## src/rtl/gpio_bank_pkg.sv

```systemverilog
package gpio_bank_pkg;
  localparam int unsigned WORD_W   = 32;
  localparam int unsigned NUM_REGS = 5;
  // group indices; order fixes the address map
  localparam int unsigned G_DIR = 0;
  localparam int unsigned G_POL = 1;
  localparam int unsigned G_LVL = 2;
  localparam int unsigned G_SET = 3;
  localparam int unsigned G_CLR = 4;
endpackage

```

## src/rtl/gpio_addr_dec.sv

```systemverilog
module gpio_addr_dec
  import gpio_bank_pkg::*;
#(
  parameter int unsigned ADDR_W    = 8,
  parameter int unsigned NUM_BANKS = 3
) (
  input  logic [ADDR_W-1:0]    addr,
  output logic [NUM_BANKS-1:0] bank_hit,
  output logic [NUM_REGS-1:0]  grp_sel
);
  localparam int unsigned IDX_W = ADDR_W - 4;

  logic [1:0]       bank_f;
  logic [IDX_W-1:0] idx_f;
  logic [1:0]       unused_lo;

  assign bank_f    = addr[3:2];
  assign idx_f     = addr[ADDR_W-1:4];
  assign unused_lo = addr[1:0];

  always_comb begin
    for (int b = 0; b < NUM_BANKS; b++) begin
      bank_hit[b] = (bank_f == 2'(b));
    end
    for (int r = 0; r < NUM_REGS; r++) begin
      grp_sel[r] = (idx_f == IDX_W'(r));
    end
  end
endmodule

```

## src/rtl/gpio_sync.sv

```systemverilog
module gpio_sync #(
  parameter int unsigned W = 32
) (
  input  logic         clk,
  input  logic         rst_n,
  input  logic [W-1:0] d,
  output logic [W-1:0] q
);
  logic [W-1:0] stg1_q;

  always_ff @(posedge clk or negedge rst_n) begin
    if (!rst_n) begin
      stg1_q <= '0;
      q      <= '0;
    end else begin
      stg1_q <= d;
      q      <= stg1_q;
    end
  end
endmodule

```

## src/rtl/gpio_bank.sv

```systemverilog
module gpio_bank
  import gpio_bank_pkg::*;
(
  input  logic                clk,
  input  logic                rst_n,
  input  logic                wr_en,
  input  logic [NUM_REGS-1:0] grp_sel,
  input  logic [WORD_W-1:0]   wdata,
  input  logic [WORD_W-1:0]   pin_sync,
  output logic [WORD_W-1:0]   oe,
  output logic [WORD_W-1:0]   dout,
  output logic [WORD_W-1:0]   rdata
);
  logic [WORD_W-1:0] dir_q, dir_d, pol_q, pol_d, lat_q, lat_d;
  logic              dir_en, pol_en, lat_en;
  logic [WORD_W-1:0] set_mask, clr_mask;

  // next-state
  always_comb begin
    dir_en   = wr_en & grp_sel[G_DIR];
    pol_en   = wr_en & grp_sel[G_POL];
    lat_en   = wr_en & (grp_sel[G_LVL] | grp_sel[G_SET] | grp_sel[G_CLR]);
    set_mask = (wr_en & grp_sel[G_SET]) ? wdata : '0;
    clr_mask = (wr_en & grp_sel[G_CLR]) ? wdata : '0;
    dir_d    = wdata;
    pol_d    = wdata;
    if (grp_sel[G_LVL]) begin
      lat_d = wdata;
    end else begin
      lat_d = (lat_q | set_mask) & ~clr_mask;  // clear wins
    end
  end

  // registers with explicit enables
  always_ff @(posedge clk or negedge rst_n) begin
    if (!rst_n) begin
      dir_q <= '0;
      pol_q <= '0;
      lat_q <= '0;
    end else begin
      if (dir_en) dir_q <= dir_d;
      if (pol_en) pol_q <= pol_d;
      if (lat_en) lat_q <= lat_d;
    end
  end

  assign oe   = dir_q;
  assign dout = lat_q;

  always_comb begin
    rdata = '0;
    if (grp_sel[G_DIR]) rdata = dir_q;
    if (grp_sel[G_POL]) rdata = pol_q;
    if (grp_sel[G_LVL]) rdata = (dir_q & lat_q) | (~dir_q & (pin_sync ^ pol_q));
  end

  // a set write only raises bits
  a_r4_set_raises: assert property (@(posedge clk) disable iff (!rst_n)
    (wr_en && grp_sel[G_SET]) |=> (dout == ($past(dout) | $past(wdata))));
  // a clear write only lowers bits
  a_r5_clr_lowers: assert property (@(posedge clk) disable iff (!rst_n)
    (wr_en && grp_sel[G_CLR]) |=> (dout == ($past(dout) & ~$past(wdata))));
  // direction holds when its group is not written
  a_r2_dir_holds: assert property (@(posedge clk) disable iff (!rst_n)
    !(wr_en && grp_sel[G_DIR]) |=> $stable(oe));
endmodule

```

## src/rtl/gpio_bank_ctrl.sv

```systemverilog
module gpio_bank_ctrl
  import gpio_bank_pkg::*;
#(
  parameter int unsigned NUM_BANKS = 3,
  parameter int unsigned ADDR_W    = 8
) (
  input  logic                          clk,
  input  logic                          rst_n,
  input  logic                          bus_wr,
  input  logic                          bus_rd,
  input  logic [ADDR_W-1:0]             bus_addr,
  input  logic [31:0]                   bus_wdata,
  output logic [31:0]                   bus_rdata,
  input  logic [NUM_BANKS*WORD_W-1:0]   pin_in,
  output logic [NUM_BANKS*WORD_W-1:0]   pin_oe,
  output logic [NUM_BANKS*WORD_W-1:0]   pin_out
);
  localparam int unsigned NP = NUM_BANKS * WORD_W;

  logic                 rst_s1_q, rst_s_n;
  logic [NUM_BANKS-1:0] bank_hit;
  logic [NUM_REGS-1:0]  grp_sel;
  logic [NP-1:0]        pin_sync;
  logic [WORD_W-1:0]    bank_rdata [NUM_BANKS];
  logic [WORD_W-1:0]    rd_mux;

  // asynchronous assert, clocked release
  always_ff @(posedge clk or negedge rst_n) begin
    if (!rst_n) begin
      rst_s1_q <= 1'b0;
      rst_s_n  <= 1'b0;
    end else begin
      rst_s1_q <= 1'b1;
      rst_s_n  <= rst_s1_q;
    end
  end

  gpio_addr_dec #(.ADDR_W(ADDR_W), .NUM_BANKS(NUM_BANKS)) u_dec (
    .addr     (bus_addr),
    .bank_hit (bank_hit),
    .grp_sel  (grp_sel)
  );

  gpio_sync #(.W(NP)) u_sync (
    .clk   (clk),
    .rst_n (rst_s_n),
    .d     (pin_in),
    .q     (pin_sync)
  );

  for (genvar b = 0; b < NUM_BANKS; b++) begin : g_bank
    gpio_bank u_bank (
      .clk      (clk),
      .rst_n    (rst_s_n),
      .wr_en    (bus_wr & bank_hit[b]),
      .grp_sel  (grp_sel),
      .wdata    (bus_wdata),
      .pin_sync (pin_sync[b*WORD_W +: WORD_W]),
      .oe       (pin_oe[b*WORD_W +: WORD_W]),
      .dout     (pin_out[b*WORD_W +: WORD_W]),
      .rdata    (bank_rdata[b])
    );
  end

  always_comb begin
    rd_mux = '0;
    for (int b = 0; b < NUM_BANKS; b++) begin
      if (bank_hit[b]) rd_mux = rd_mux | bank_rdata[b];
    end
  end

  assign bus_rdata = bus_rd ? rd_mux : '0;

  // at most one bank decoded
  a_r1_one_bank: assert property (@(posedge clk) disable iff (!rst_s_n)
    $onehot0(bank_hit));
  // unmapped writes leave all pins untouched
  a_r8_unmapped_quiet: assert property (@(posedge clk) disable iff (!rst_s_n)
    (bus_wr && ((bank_hit == '0) || (grp_sel == '0))) |=> ($stable(pin_oe) && $stable(pin_out)));
  // set and clear ports read as zero
  a_r8_setclr_zero: assert property (@(posedge clk) disable iff (!rst_s_n)
    (bus_rd && (grp_sel[G_SET] || grp_sel[G_CLR])) |-> (bus_rdata == '0));
endmodule

```

## config.mk

```make
export PLATFORM = sky130hd
export DESIGN_NAME = gpio_bank_ctrl
export DESIGN_NICKNAME = d
export VERILOG_FILES = /design/src/rtl/gpio_bank_pkg.sv /design/src/rtl/gpio_addr_dec.sv /design/src/rtl/gpio_sync.sv /design/src/rtl/gpio_bank.sv /design/src/rtl/gpio_bank_ctrl.sv
export SDC_FILE = /design/constraint.sdc
export NUM_CORES = 1
export LEC_CHECK = 0
export BUFFER_PORTS_ARGS = -buffer_cell sky130_fd_sc_hd__buf_2
export CAP_MARGIN = 20
export CORE_MARGIN = 2
export CORE_UTILIZATION = 55
export DETAILED_ROUTE_END_ITERATION = 10
export HOLD_SLACK_MARGIN = 0.1
export PLACE_DENSITY = 0.78
export SLEW_MARGIN = 20
export SYNTH_ARGS = -nofsm -noshare
export SYNTH_HDL_FRONTEND = slang
export SYNTH_HIERARCHICAL = 1
export SYNTH_SLANG_ARGS = --single-unit
```

## constraint.sdc

```tcl
create_clock -name clk -period 17.22 [get_ports clk]
set_input_delay 0.861 -clock clk [delete_from_list [all_inputs] [get_ports clk]]
set_output_delay 0.861 -clock clk [all_outputs]
set_load 0.01 [all_outputs]
```

# Word level (Yosys, flattened, before mapping)
# Cells that the tools add are included.
[totals]
ff_bits = 482
inputBits = 140
out_inout_bits = 224
word_cells = 89
[op_classes]
eq_ne = 6
muxes = 22
n_bitwise = 46
n_reduce_logical = 2
[op_table]
columns = ["operator", "n"]
rows = [
  ["2-to-1 mux 32 bit", 22],
  ["AND 32 bit", 9],
  ["OR 32 bit", 8],
  ["inverter 32 bit", 6],
  ["XOR 32 bit", 3],
  ["AND 1 bit", 18],
  ["== test 4 x 2 -> 1 bit (second input constant)", 2],
  ["== test 4 x 1 -> 1 bit (second input constant)", 1],
  ["== test 4 x 3 -> 1 bit (second input constant)", 1],
  ["zero test 4 bit", 1],
  ["== test 2 x 1 -> 1 bit (second input constant)", 1],
  ["== test 2 bit (second input constant)", 1],
  ["zero test 2 bit", 1],
  ["OR 1 bit", 2],
]

# Longest topological paths before layout
[logic_depth]
word_depth = 10
ltp_mapped = 10
ltp_nobuf = 6

# Modules after synthesis
# Netlist, hierarchy kept.
[by_module_without_submodules]
columns = ["mod", "n_inst", "cells_per_inst", "area_each_um2", "seq_area_each_um2"]
rows = [
  ["gpio_bank", 3, 524, 5494.0, 2402.3],
  ["gpio_sync", 1, 192, 4804.6, 4804.6],
  ["gpio_bank_ctrl", 1, 85, 725.7, 50.0],
  ["gpio_addr_dec", 1, 8, 61.3, 0.0],
]

# Worst setup path before layout
# No wires, ideal clock.
[synth_timing]
kind = "input -> output"
from = "input port bus_addr[4]"
to = "output port bus_rdata[0]"
arrival_time_ns = 3.180
slack_ns = 13.179
cell_stages = 6
n_path_buf = 2
cell_sequence = "nor4b_1 -> buf_2 -> buf_1 -> o22ai_1 -> a222oi_1 -> nor2b_1"
[synth_lines]
columns = ["element", "line_no", "source"]
rows = [
  ["start: declaration", "gpio_bank_ctrl.sv:11", "input logic [ADDR_W-1:0] bus_addr,"],
  ["end: declaration", "gpio_bank_ctrl.sv:13", "output logic [31:0] bus_rdata,"],
]

==> impl_results.html <==
<table>
<tr><th>Metric</th><th>Value</th></tr>
<tr><th colspan="2">Logic synthesis</th></tr>
<tr><td>Most used flip-flop cell after synthesis</td><td>dfrtp_1</td></tr>
<tr><td>Count of state elements after synthesis</td><td>482</td></tr>
<tr><td>Leading cell types by total area after synthesis</td><td>dfrtp_1, mux2_2, o221a_2</td></tr>
<tr><td>Seq/Total Area, Yosys</td><td>between 50% and 60%</td></tr>
<tr><td>Dominant combinational cell family by area after synthesis</td><td>compound AO/OA/AOI/OAI gates</td></tr>
<tr><td>Xor and xnor fraction of the mapped netlist area</td><td>3.81%</td></tr>
<tr><td>Synth Area per Inst</td><td>11.9 µm²</td></tr>
<tr><td>Adder and majority gate portion of the synthesized area</td><td>0%</td></tr>
<tr><td>Post-synthesis cell area</td><td>22100 µm²</td></tr>
<tr><td>Count of unique library cells instantiated by Yosys</td><td>29</td></tr>
<tr><td>Synth top area share</td><td>54.6%</td></tr>
<tr><td>Yosys warns</td><td>6</td></tr>
<tr><td>Largest area contributor in the netlist</td><td>dfrtp_1</td></tr>
<tr><td>Simple-gate share of the synthesized area</td><td>5.10%</td></tr>
<tr><td>Syn Inst Count</td><td>1857</td></tr>
<tr><td>Number of enable-type register cells in the synthesized netlist</td><td>0</td></tr>
<tr><td>Synthesized net count</td><td>1997</td></tr>
<tr><td>Fraction of the mapped netlist area in compound gates</td><td>a little over a fifth</td></tr>
<tr><td>Fraction of synthesized area in multiplexers</td><td>10.1%</td></tr>
<tr><td>Synth async-reset ratio</td><td>100%</td></tr>
<tr><th colspan="2">Route</th></tr>
<tr><td>Routed via count</td><td>between 15000 and 20000</td></tr>
<tr><td>Remaining design rule violation count</td><td>0</td></tr>
<tr><td>Routed wirelength normalized by instance count</td><td>24.4 µm</td></tr>
<tr><td>Vias per cell</td><td>6.23</td></tr>
<tr><td>Wire length after detailed routing</td><td>66700 µm</td></tr>
<tr><td>Number of antenna-violating nets in the routed design</td><td>0</td></tr>
<tr><td>Count of TritonRoute iterations in the first routing pass</td><td>8</td></tr>
<tr><td>Number of DRC markers after the initial detailed-route iteration</td><td>1496</td></tr>
<tr><th colspan="2">Timing</th></tr>
<tr><td>Final setup fails</td><td>0</td></tr>
<tr><td>Unrepaired setup endpoints after global routing</td><td>false</td></tr>
<tr><td>Peak clock frequency supported by timing</td><td>0.193 GHz</td></tr>
<tr><td>Tcrit/Tclk final</td><td>a little under a third</td></tr>
<tr><td>Final slew viol count</td><td>0</td></tr>
<tr><td>Final TNS setup</td><td>0 ns</td></tr>
<tr><td>Worst-case hold slack</td><td>0.346 ns</td></tr>
<tr><td>Final Hold Vio Count</td><td>0</td></tr>
<tr><td>Clock Skews</td><td>0.0230 ns</td></tr>
<tr><td>Final period demand of the worst path</td><td>just over 5 ns</td></tr>
<tr><td>Transition time of the tightest slew-check pin</td><td>1.15 ns</td></tr>
<tr><td>Max-Slew Margin vs Limit</td><td>23.0%</td></tr>
<tr><th colspan="2">Die</th></tr>
<tr><td>Core area</td><td>39600 µm²</td></tr>
<tr><td>Height of the die</td><td>204 µm</td></tr>
<tr><td>Row cnt</td><td>73</td></tr>
<tr><td>Number of I/O pins</td><td>~360</td></tr>
<tr><td>Starting density of the core</td><td>55.7%</td></tr>
<tr><td>Die span in x</td><td>approximately 200 µm</td></tr>
<tr><td>Overall die area</td><td>~42000 µm²</td></tr>
<tr><th colspan="2">Global route</th></tr>
<tr><td>Global-route wire length before repair</td><td>101000 µm</td></tr>
<tr><td>Number of antenna violations at the first check in global routing</td><td>4</td></tr>
<tr><td>Maximum number of pins on one net before global-route repair</td><td>213</td></tr>
<tr><td>Overall track demand over capacity in global routing</td><td>between 30% and 40%</td></tr>
<tr><td>GRT Residual Overflow</td><td>0</td></tr>
<tr><td>Via count of the first global-routing pass</td><td>~17000</td></tr>
<tr><th colspan="2">Run status</th></tr>
<tr><td>Outcome</td><td>complete, no violations</td></tr>
<tr><th colspan="2">Setup path</th></tr>
<tr><td>Type of the worst setup path</td><td>input port to output port</td></tr>
<tr><td>Arrival time of the worst setup path</td><td>between 4 and 5 ns</td></tr>
<tr><td>Crit-path leading delay family</td><td>buffers and inverters</td></tr>
<tr><td>Worst path max stage delay</td><td>0.74 ns</td></tr>
<tr><td>Category of the worst setup path launch point</td><td>input port</td></tr>
<tr><td>Worst path buffer plus inverter count</td><td>4</td></tr>
<tr><td>CP endpoint kind</td><td>output port</td></tr>
<tr><td>Master of the slowest instance on the critical path</td><td>buf_4</td></tr>
<tr><td>CP cell instances</td><td>buf_2, nor4b_2, buf_4, buf_4, nor2b_4, a22oi_1, o22ai_1, a222oi_1, nor2b_1, buf_2</td></tr>
<tr><td>Data required time of the critical path</td><td>roughly 16 ns</td></tr>
<tr><td>Crit path max fanout</td><td>57</td></tr>
<tr><th colspan="2">Final layout</th></tr>
<tr><td>Top library cells by usage in the layout, fill and taps aside</td><td>dfrtp_1, buf_2, mux2_2</td></tr>
<tr><td>Final instance area</td><td>25800 µm²</td></tr>
<tr><td>Most common cell after layout, fill and taps aside</td><td>dfrtp_1</td></tr>
<tr><td>Fraction of layout cells with a size suffix above 1</td><td>around two fifths</td></tr>
<tr><td>Area added between synthesis and finish</td><td>16.9%</td></tr>
<tr><td>Fin nets</td><td>roughly 2300</td></tr>
<tr><th colspan="2">Pwr</th></tr>
<tr><td>Proportion of power drawn by the clock network</td><td>41.4%</td></tr>
<tr><td>Standby leakage power</td><td>12.9 nW</td></tr>
<tr><td>Power density over the cells</td><td>107 nW/µm²</td></tr>
<tr><td>Share of total power in sequential cells</td><td>47.3%</td></tr>
<tr><td>Design internal power</td><td>2.03 mW</td></tr>
<tr><td>Worst supply voltage drop on vdd</td><td>approximately 95 µV</td></tr>
<tr><td>Reported net switching power</td><td>0.720 mW</td></tr>
<tr><td>Share of total power in combinational logic</td><td>11.3%</td></tr>
<tr><td>Switching part of the total power</td><td>26.2%</td></tr>
<tr><th colspan="2">Worst hold path</th></tr>
<tr><td>Class of the tightest hold or removal check</td><td>register to register</td></tr>
<tr><th colspan="2">Clock tree</th></tr>
<tr><td>Clock Root Buffer</td><td>clkbuf_16</td></tr>
<tr><td>Clock buffer count from CTS</td><td>53</td></tr>
<tr><td>Number of buffers inserted to repair setup after CTS</td><td>0</td></tr>
<tr><td>CTS HTree Levels</td><td>2</td></tr>
<tr><td>Clock transition time at the flip-flop clock pins of the worst setup and hold paths</td><td>0.05 ns</td></tr>
<tr><td>CTS sink count</td><td>slightly below 500</td></tr>
<tr><td>Largest buffer count on any clock path</td><td>3</td></tr>
<tr><td>Worst skew pair latency</td><td>about 0.60 ns</td></tr>
<tr><td>TritonCTS clock tree</td><td>yes</td></tr>
<tr><th colspan="2">Placement</th></tr>
<tr><td>Port bufs</td><td>361</td></tr>
<tr><td>Total half-perimeter wirelength after legalization and detailed placement</td><td>41100 µm</td></tr>
<tr><td>Placer congestion estimate</td><td>0.885</td></tr>
<tr><td>Standard cell area after detailed placement</td><td>24000 µm²</td></tr>
<tr><th colspan="2">Job</th></tr>
<tr><td>Number of violations of the max-capacitance limit</td><td>0</td></tr>
</table>
[routing by layer]
layer  vias to the layer above  GRT usage, %  part of all wire [%]
li1                       7358             -                     -
met1                      8621          39.9                    38
met2                       881          51.9                    48
met3                       188          6.52                   9.0
met4                         0          16.7                   4.8
met5                         -             0                     0
[flip-flops by register name, summed over array words and instances, names as in the netlist]
| signal | flops |
|---|---|
| g_bank.u_bank/dout | 96 |
| g_bank.u_bank/oe | 96 |
| g_bank.u_bank/pol_q | 96 |
| u_sync/q | 96 |
| u_sync/stg1_q | 96 |
| rst_s1_q | 1 |
| rst_s_n | 1 |
[area by class of cell]
class / instances / area, µm²
Antenna cell: 5 / 12.5
Clock buffer: 77 / 1540
Clock inverter: 19 / 219
Fill cell: 3019 / 13800
Inverter: 90 / 338
Multi-Input combinational cell: 1159 / 8980
Sequential cell: 482 / 12100
Tap cell: 525 / 657
Timing Repair Buffer: 379 / 2000
[logic make-up after synthesis]
family                 count (synthesis)
AO/OA/AOI/OAI                        602
XOR/XNOR                              96
buffers and inverters                216
flip-flops                           482
multiplexers                         198
other                                  1
AND/OR/NAND/NOR                      262
[timing repair]
| item | CTS | global route |
|---|---|---|
| endpoints found under the hold margin | 2 | 0 |
| setup endpoints to repair | 0 | 0 |
| hold buffers | 1 | 0 |
| resized for setup | 0 | 0 |
[Yosys cell counts (6+ instances only)]
library cell    n
o221a_2        93
buf_6          11
a21oi_1         6
buf_1           9
buf_2          40
xor2_1         90
nor2_1        187
a21oi_2        90
a21o_1         96
dfrtp_1       482
o22ai_1        90
nand2_1        27
xnor2_1         6
a22oi_1        90
clkbuf_1       54
mux2_2        198
inv_1          90
a222oi_1       32
buf_12          9
o21ai_0       102
nor2b_1        37
[power groups by stage]
stage	Combinational (mW)	Sequential [mW]	Clock, mW
floorplan	0.160	1.33	0
global placement	0.296	1.31	0
detailed placement	0.308	1.32	0
CTS	0.311	1.30	1.15
global route	0.340	1.31	1.21
finish	0.311	1.30	1.14
[path summary, 6_finish.rpt]
path	slack, ns	from	end	depth (start not counted)
max	12.05	bus_addr[5]	bus_rdata[14]	10
min	0.35	u_sync/stg1_q[63]	u_sync/q[63]	0
max reg2reg	13.90	rst_s_n	u_sync/stg1_q[68]	3
min reg2reg	0.35	u_sync/stg1_q[63]	u_sync/q[63]	0
max in group asynchronous	13.90	rst_s_n	u_sync/stg1_q[68]	3
min in group asynchronous	0.38	rst_s_n	u_sync/stg1_q[45]	0
[stage by stage]
step	util, %	instances	total power [mW]	setup slack, ns
final	65.1	2736	2.75	12.05
after global routing	65.1	2735	2.86	11.91
after CTS	65.0	2729	2.76	12.14
after detailed placement	60.5	2632	1.63	12.15
after global placement	60.5	2632	1.61	12.23
after floorplan	-	1857	1.49	2.79
No activity file was read; power rests on OpenSTA's default activity.
